`src/rtl/dram_mode_pkg.sv`:
```
package dram_mode_pkg;
  // write strobes handed from control to the register datapath
  typedef struct packed {
    logic wrBase;
    logic wrExt;
  } regStrobe_t;
endpackage

```
`src/rtl/dram_mode_regs.sv`:
```
module dram_mode_regs
  import dram_mode_pkg::*;
#(
  parameter int ADDR_W = 12
) (
  input  logic              clk,
  input  logic              rstN,
  input  regStrobe_t        strobe,
  input  logic [ADDR_W-1:0] addr,
  output logic [ADDR_W-1:0] baseReg,
  output logic [ADDR_W-1:0] extReg
);

  always_ff @(posedge clk or negedge rstN) begin
    if (!rstN) begin
      baseReg <= '0;
      extReg  <= '0;
    end else begin
      if (strobe.wrBase) baseReg <= addr;
      if (strobe.wrExt)  extReg  <= addr;
    end
  end


  ext_fields_chk: assert property (@(posedge clk) disable iff (!rstN)
    (extReg[ADDR_W-1:3] == '0) && !extReg[1]);


  base_mode_chk: assert property (@(posedge clk) disable iff (!rstN)
    (baseReg[ADDR_W-1:7] == '0) || (baseReg[ADDR_W-1:7] == (ADDR_W-7)'(2)));


  ext_hold_chk: assert property (@(posedge clk) disable iff (!rstN)
    !strobe.wrExt |=> $stable(extReg));

endmodule

```
`src/rtl/dram_mode_ctrl.sv`:
```
module dram_mode_ctrl
  import dram_mode_pkg::*;
#(
  parameter int ADDR_W   = 12,
  parameter int LOCK_CYC = 200,
  parameter int MRD_CYC  = 2,
  parameter int XSNR_CYC = 10
) (
  input  logic              clk,
  input  logic              rstN,
  input  logic              cmdMrs,
  input  logic              cmdRead,
  input  logic              cmdOther,
  input  logic              cmdSrEnter,
  input  logic              cmdSrExit,
  input  logic [1:0]        bankAddr,
  input  logic [ADDR_W-1:0] addr,
  input  logic              banksIdle,
  input  logic              extDllOff,
  output regStrobe_t        strobe,
  output logic              dllLocked,
  output logic              errReserved,
  output logic              errTiming,
  output logic              errSequence
);

  localparam int MAX_CYC = (LOCK_CYC > XSNR_CYC) ? LOCK_CYC : XSNR_CYC;
  localparam int CNT_W   = $clog2(MAX_CYC + 1);
  localparam int MODE_W  = ADDR_W - 7;

  logic             inSr, pendNormal;
  logic [CNT_W-1:0] lockCnt, gapCnt, gapNeed;

  logic selBase, selExt, badBank, baseNormal, baseDllRst, baseOk, extOk;
  logic anyCmd, nonRead, reservedHit, seqHit, timingHit;
  logic nextInSr, nextExtOff, curEn, nextEn, enEvent;

  always_comb begin
    selBase    = cmdMrs && (bankAddr == 2'b00);
    selExt     = cmdMrs && (bankAddr == 2'b01);
    badBank    = cmdMrs && bankAddr[1];
    baseNormal = (addr[ADDR_W-1:7] == '0);
    baseDllRst = (addr[ADDR_W-1:7] == MODE_W'(2));
    baseOk     = baseNormal || baseDllRst;
    extOk      = !addr[1] && (addr[ADDR_W-1:3] == '0);

    strobe.wrBase = selBase && baseOk;
    strobe.wrExt  = selExt && extOk && banksIdle;

    anyCmd  = cmdMrs || cmdRead || cmdOther || cmdSrEnter || cmdSrExit;
    nonRead = anyCmd && !cmdRead;

    curEn     = !inSr && !extDllOff;
    dllLocked = curEn && (lockCnt >= CNT_W'(LOCK_CYC));

    reservedHit = badBank || (selBase && !baseOk) || (selExt && !extOk);
    seqHit      = (pendNormal && anyCmd && !(selBase && baseNormal))
               || (selExt && extOk && !banksIdle);
    timingHit   = (cmdRead && !dllLocked) || (nonRead && (gapCnt < gapNeed));

    nextInSr   = cmdSrExit ? 1'b0 : (cmdSrEnter ? 1'b1 : inSr);
    nextExtOff = strobe.wrExt ? addr[0] : extDllOff;
    nextEn     = !nextInSr && !nextExtOff;
    enEvent    = nextEn && !curEn;
  end

  always_ff @(posedge clk or negedge rstN) begin
    if (!rstN) begin
      inSr        <= 1'b0;
      pendNormal  <= 1'b0;
      lockCnt     <= '0;
      gapCnt      <= CNT_W'(MAX_CYC);
      gapNeed     <= '0;
      errReserved <= 1'b0;
      errTiming   <= 1'b0;
      errSequence <= 1'b0;
    end else begin
      inSr        <= nextInSr;
      errReserved <= reservedHit;
      errTiming   <= timingHit;
      errSequence <= seqHit;

      if (strobe.wrBase && baseDllRst) pendNormal <= 1'b1;
      else if (anyCmd)                 pendNormal <= 1'b0;

      if (!nextEn)                                lockCnt <= '0;
      else if (enEvent)                           lockCnt <= CNT_W'(1);
      else if (lockCnt < CNT_W'(LOCK_CYC))        lockCnt <= lockCnt + 1'b1;

      if (enEvent) begin
        gapCnt  <= CNT_W'(1);
        gapNeed <= cmdSrExit ? CNT_W'(XSNR_CYC) : CNT_W'(MRD_CYC);
      end else if (gapCnt < CNT_W'(MAX_CYC)) begin
        gapCnt <= gapCnt + 1'b1;
      end
    end
  end


  early_read_chk: assert property (@(posedge clk) disable iff (!rstN)
    (cmdRead && !dllLocked) |=> errTiming);


  sr_enter_chk: assert property (@(posedge clk) disable iff (!rstN)
    cmdSrEnter |=> !dllLocked);


  sr_exit_chk: assert property (@(posedge clk) disable iff (!rstN)
    cmdSrExit |=> !dllLocked);


  reserved_src_chk: assert property (@(posedge clk) disable iff (!rstN)
    !cmdMrs |=> !errReserved);

endmodule

```
`src/rtl/dram_mode_decoder.sv`:
```
module dram_mode_decoder
  import dram_mode_pkg::*;
#(
  parameter int ADDR_W   = 12,
  parameter int LOCK_CYC = 200,
  parameter int MRD_CYC  = 2,
  parameter int XSNR_CYC = 10
) (
  input  logic              clk,
  input  logic              rstN,
  input  logic              cmdMrs,
  input  logic              cmdRead,
  input  logic              cmdOther,
  input  logic              cmdSrEnter,
  input  logic              cmdSrExit,
  input  logic [1:0]        bankAddr,
  input  logic [ADDR_W-1:0] addr,
  input  logic              banksIdle,
  output logic              dllLocked,
  output logic              errReserved,
  output logic              errTiming,
  output logic              errSequence,
  output logic [ADDR_W-1:0] baseReg,
  output logic [ADDR_W-1:0] extReg
);

  regStrobe_t strobe;

  dram_mode_ctrl #(
    .ADDR_W(ADDR_W), .LOCK_CYC(LOCK_CYC), .MRD_CYC(MRD_CYC), .XSNR_CYC(XSNR_CYC)
  ) uCtrl (
    .clk(clk), .rstN(rstN),
    .cmdMrs(cmdMrs), .cmdRead(cmdRead), .cmdOther(cmdOther),
    .cmdSrEnter(cmdSrEnter), .cmdSrExit(cmdSrExit),
    .bankAddr(bankAddr), .addr(addr), .banksIdle(banksIdle),
    .extDllOff(extReg[0]), .strobe(strobe),
    .dllLocked(dllLocked), .errReserved(errReserved),
    .errTiming(errTiming), .errSequence(errSequence)
  );

  dram_mode_regs #(.ADDR_W(ADDR_W)) uRegs (
    .clk(clk), .rstN(rstN), .strobe(strobe), .addr(addr),
    .baseReg(baseReg), .extReg(extReg)
  );

endmodule

```
`config.mk`:
```
export PLATFORM = sky130hd
export DESIGN_NAME = dram_mode_decoder
export DESIGN_NICKNAME = d
export VERILOG_FILES = /design/src/rtl/dram_mode_pkg.sv /design/src/rtl/dram_mode_regs.sv /design/src/rtl/dram_mode_ctrl.sv /design/src/rtl/dram_mode_decoder.sv
export SDC_FILE = /design/constraint.sdc
export NUM_CORES = 1
export LEC_CHECK = 0
export BUFFER_PORTS_ARGS = -buffer_cell sky130_fd_sc_hd__buf_2
export CAP_MARGIN = 30
export CORE_MARGIN = 10
export CORE_UTILIZATION = 53
export CTS_CLUSTER_SIZE = 28
export DETAILED_ROUTE_END_ITERATION = 10
export PLACE_DENSITY = 0.84
export SLEW_MARGIN = 10
export SYNTH_ARGS = -nofsm -noshare
export SYNTH_HDL_FRONTEND = slang
export SYNTH_SLANG_ARGS = --single-unit
```
`constraint.sdc`:
```
create_clock -name clk -period 2.5 [get_ports clk]
set_clock_uncertainty 0.2 [all_clocks]
set_input_delay 0.25 -clock clk [delete_from_list [all_inputs] [get_ports clk]]
set_output_delay 0.25 -clock clk [all_outputs]
set_load 0.02 [all_outputs]
```
=== Word-level counts from Yosys, hierarchy flattened ===
Index checks and enable logic that the tools add are counted.

* Reductions and logical operators: 47
* Order comparisons: 4
* Add/sub/neg operators: 2
* Mux-type cells: 11
* Eq/ne operators: 3

{| class="wikitable"
|+ Operator list
! kind !! count
|-
| 2-to-1 mux 8 bit || 5
|-
| logical AND 1 bit || 21
|-
| adder 8 x 1 -> 8 bit, second input constant || 2
|-
| less-than comparator 8 bit, second input constant || 2
|-
| zero test 1 bit || 12
|-
| zero test 9 bit || 1
|-
| logical OR 1 bit || 9
|-
| >= comparator 8 bit, second input constant || 1
|-
| less-than comparator 8 bit || 1
|-
| == test 5 x 2 -> 1 bit, second input constant || 1
|-
| zero test 5 bit || 1
|-
| 2-to-1 mux 1 bit || 5
|-
| 2-to-1 mux 4 bit || 1
|-
| nonzero test 2 bit || 2
|-
| != test 3 bit, second input constant || 1
|-
| == test 2 x 1 -> 1 bit, second input constant || 1
|-
| zero test 2 bit || 1
|}

* Output and inout bits: 28
* Register bits: 53
* Input port bits: 22
* Word-level logic and storage cells: 77

=== Depth between registers and ports, before layout ===
* Depth in word-level cells: 10
* Depth in mapped cells: 5
* Gate-level depth less buffers: 5

=== Modules after synthesis ===
Synthesis repeated with hierarchy kept, for this count alone.

* Cell total of the unflattened synthesis: 172
* Area, all modules: 2,192.1 um^2

{| class="wikitable"
|+ By module, submodules not included
! module !! cells an instance !! times used !! sequential area each (um^2) !! area each (um^2)
|-
| dram_mode_ctrl || 122 || 1 || 579.3 || 1,223.7
|-
| dram_mode_regs || 50 || 1 || 600.6 || 968.4
|}

=== Least setup slack after synthesis ===
Ideal clock, no wire load.

* Path kind: input to register
* From: in addr[7]
* To: reg uRegs.baseReg[3]
* Path buffers: 1
* Required time: 2,175 ps
* Slack: 760 ps
* Library setup time: 125 ps
* Cell stages on the path: 5
* Data arrival time: 1,415 ps
* Cells stage by stage: nor4_4 > nand2_2 > nor2_1 > buf_4 > mux2_2

* Cells in the longest elaborated chain, start to end: 3
* Elaborated cells between the ends (all ways): 4

{| class="wikitable"
|+ RTL lines
! what !! line !! text
|-
| start: declaration || dram_mode_decoder.sv:17 || <nowiki>input logic [ADDR_W-1:0] addr,</nowiki>
|-
| == test 5 x 2 -> 1 bit or zero test 5 bit (tied branches) || dram_mode_ctrl.sv:43, dram_mode_ctrl.sv:42 ||
|-
| logical OR 1 bit (*) || dram_mode_ctrl.sv:44 || <nowiki>baseOk = baseNormal || baseDllRst;</nowiki>
|-
| logical AND 1 bit (*) || dram_mode_ctrl.sv:47 || <nowiki>strobe.wrBase = selBase && baseOk;</nowiki>
|-
| end signal: assignment || dram_mode_regs.sv:19 || <nowiki>if (strobe.wrBase) baseReg <= addr;</nowiki>
|-
| end: declaration || dram_mode_regs.sv:10 || <nowiki>output logic [ADDR_W-1:0] baseReg,</nowiki>
|}

Every way passes the cells marked *; elsewhere a longest branch is shown, timed or not.
A chain may end at the register's enable or synchronous reset.

=== Worst setup path after layout ===
* From: in addr[4]
* To: reg uCtrl.errReserved

* Cells in the longest elaborated chain, start to end: 5

{| class="wikitable"
|+ RTL lines
! what !! line !! text
|-
| zero test 9 bit || dram_mode_ctrl.sv:45 || <nowiki>extOk = !addr[1] && (addr[ADDR_W-1:3] == '0);</nowiki>
|-
| logical AND 1 bit || dram_mode_ctrl.sv:45 ||
|-
| zero test 1 bit || dram_mode_ctrl.sv:56 || <nowiki>reservedHit = badBank || (selBase && !baseOk) || (selExt && !extOk);</nowiki>
|-
| logical AND 1 bit || dram_mode_ctrl.sv:56 ||
|-
| logical OR 1 bit || dram_mode_ctrl.sv:56 ||
|-
| via uCtrl.reservedHit || dram_mode_ctrl.sv:35 || <nowiki>logic anyCmd, nonRead, reservedHit, seqHit, timingHit;</nowiki>
|-
| end signal: assignment || dram_mode_ctrl.sv:79 || <nowiki>errReserved <= reservedHit;</nowiki>
|-
| end: declaration || dram_mode_ctrl.sv:22 || <nowiki>output logic errReserved,</nowiki>
|}

The timed path passes the listed nets, and every way through them passes these cells.

==> flow_summary.ini <==
[sta]
setup_viol = 0
rsz0062_at_grt = no
min_period_over_period = 0.8815
timing.final.hold_violations = 0
final-max-slew-violation-count = 0
slew_headroom = 0.6517
setup_slack_ns = 0.2964
period_needed_ns = 2.204
fmax_mhz = 453.8
worst_pin_slew_ns = 0.5216
setup_tns_ns = 0

[final_layout]
multi_input_area_um2 = 872.1
drive_gt1_frac = 0.3539
n_antenna_cell = 0
ff_latch_area_mm2 = 0.001180
fin_nets = 268
fill_cells = 291
area_delta_synth_final_pct = 24.12

[setup_path]
worstSetupPathType = input pin to flop
crit_chain = dlygate4sd3_1 -> buf_2 -> nor4_2 -> nand2_1 -> nand2_1 -> a31oi_1 -> dlygate4sd3_1
worstPathMaxFanout = 3
worstPathRequired_ns = 2.50
cpMaxStageDelayCell = dlygate4sd3_1
r2r_cells = 4
crit_path_start_kind = input pin
end_kind = flop
crit_arrival_ns = 2.21
cpPeakStageDelay_ns = 0.56

[route]
drtIter0Drc = 81
drcViolationCount = 0
via_count = 1561
ant_nets = 0
drt-vias-per-instance = 5.364
firstDrtPassIters = 4
post_drt_wl_per_cell_um = 16.06
drt_wl_total_um = 4673

[power_and_ir_drop]
p_clk_frac = 0.299
power.density_mw_per_mm2 = 645.1
p_sw_mw = 0.5122
p_int_mw = 1.170
swShare = 0.3045
ir_drop_uv = 465.3
p_comb_frac = 0.162
leakagePower_nw = 1.320
seq_power_share = 0.539

[yosys]
synth_flop_cell = dfrtp_1
syn-cell-area_mm2 = 0.002101
synth.avg_cell_area_um2 = 11.94
synth_edf_count = 0
syn-instance-count = 176
yosysWarnings = 0
ys_ff_latch = 47
synth-async-reset-ratio = 1.000
yosysSeqAreaShare = 0.5616
synth_cell_types = 47
syn_nets = 202

[cts]
cts_buffers = 5
cts_tree = built
clock-root-buffer = clkbuf_8
clock_path_buffers = 2
cts_resized = 0
ctsHtreeMaxLevel = 2
clkSlewWorstSetupHoldPaths_ns = 0.09
clk_latency_ns = 0.31
post_cts_buffers = 0
cts.sinks = 47
holdBufCountCts = 9

[global_routing]
track_usage = 0.1387
grt.overflow.total = 0
grt_pass1_wl_um = 8024
grt_use_met2 = 0.2137
grtUsageMet3 = 0.05664
grt_max_degree = 19
grt_antenna_before_repair = 0
grt_most_used_layer = met2
use_met1 = 0.1615
grt_pass1_vias = 1684

[placement]
place_congestion = 0.8155
dp_hpwl_um = 3442
dp_slack_ns = 0.5226
port_buffers = 49

[floorplanning]
start_util = 0.5612
core_mm2 = 0.003744
die_w_um = 82.96
pin_count = 50
die_h_um = 82.96
rows = 22
fp.dieArea_mm2 = 0.006882

[outcome]
status = completed

[hold_path]
worstHoldPathType = input pin to flop
whs_path_depth = 3

[flow_run]
drv_cap = 0
## through the flow
step                      power (mW)  area (um2)    util  hold WS, ns  instances
after floorplan                1.079        2101       -      -0.2456        176
after global placement         1.175        2417  0.6457     -0.01655        274
after detailed placement       1.182        2417  0.6457     -0.01245        274
after CTS                      1.697        2608  0.6965      0.01347        291
after global routing           1.770        2608  0.6965      0.02135        291
final                          1.682        2608  0.6965      0.01584        291
## cells by family after synthesis
group / count (synthesis) / share of synthesized area
AND/OR/NAND/NOR: 70 / 0.1900
flip-flops: 47 / 0.5616
AO/OA/AOI/OAI: 22 / 0.09173
XOR/XNOR: 11 / 0.04586
buffers and inverters: 11 / 0.02322
multiplexers: 11 / 0.06373
adder cells (fa/ha/maj): 4 / 0.02382
## registers in the layout (all words and copies together) (netlist names)
register / flops
uCtrl.errReserved: 1
uCtrl.gapNeed: 2
uRegs.baseReg: 12
uCtrl.gapCnt: 8
uRegs.extReg: 12
uCtrl.lockCnt: 8
uCtrl.inSr: 1
uCtrl.pendNormal: 1
uCtrl.errTiming: 1
uCtrl.errSequence: 1
## metal layers
metal | up-vias | routed length, um
li1 | 743 | -
met1 | 748 | 1932
met2 | 56 | 2243
met3 | 14 | 364
met4 | 0 | 131
met5 | - | 0
## worst max-delay path, delay by kind of cell
family          cells  cell delay [ns]
buf+inv             3             1.25
compound gates      1             0.07
simple gates        3             0.65
## power by group through the flow
stage          clock (mW)  sequential [mW]  combinational, mW
2_1_floorplan           0            0.937              0.142
3_3_place_gp            0            0.919              0.257
3_5_place_dp            0            0.920              0.261
4_1_cts             0.516            0.907              0.275
5_1_grt             0.544            0.917              0.309
6_report            0.503            0.907              0.272
## worst paths after layout
check                                  from                 to  slack (ns)
max in group asynchronous              rstN    uCtrl.gapCnt[3]        1.32
min reg2reg                uCtrl.gapNeed[1]   uCtrl.gapNeed[1]        0.29
min in group asynchronous              rstN   uRegs.extReg[10]        0.17
min                                 cmdRead    uCtrl.errTiming        0.02
max reg2reg                      uCtrl.inSr   uCtrl.gapNeed[3]        0.65
max                                 addr[4]  uCtrl.errReserved        0.30
## Yosys cell counts (3+ instances only)
master   count  area, um2
ha_1         4      50.05
xnor2_1      4      35.03
nor2_1      19      71.32
and2_1      10      62.56
a21oi_1      6      30.03
dfrtp_1     44       1101
inv_1        8      30.03
nor3_1       3      15.01
nor2b_1      4      25.02
xor2_1       7      61.31
dfstp_2      3      78.83
a31oi_1      3      18.77
nand4_1      4      25.02
mux2_2       9      101.4
nand2_1     12      45.04
## final cells by class
cell class              count  share of cell area
flip-flops and latches     47              0.4525
multi-input cells         118              0.3345
repair buffers             62              0.1401
clock buffers               5             0.02639
well taps                  48             0.02303
clock inverters             3             0.01200
inverters                   8             0.01152
## placed cells by master (no fill, tap or decap), types with 2 or more instances in the layout
master	instances
nand3_1	2
nor3_1	3
and3_1	2
dfstp_2	3
nand2_1	12
buf_4	4
buf_2	49
a31oi_1	3
dlygate4sd3_1	9
ha_1	4
a21oi_1	6
xor2_1	7
inv_8	2
inv_1	8
xnor2_1	4
mux2_2	9
nor2b_1	4
dfrtp_1	44
nand4_1	4
or3_1	2
nor2_1	19
and2_1	10
clkbuf_8	5
Power figures use the tool's default switching activity.
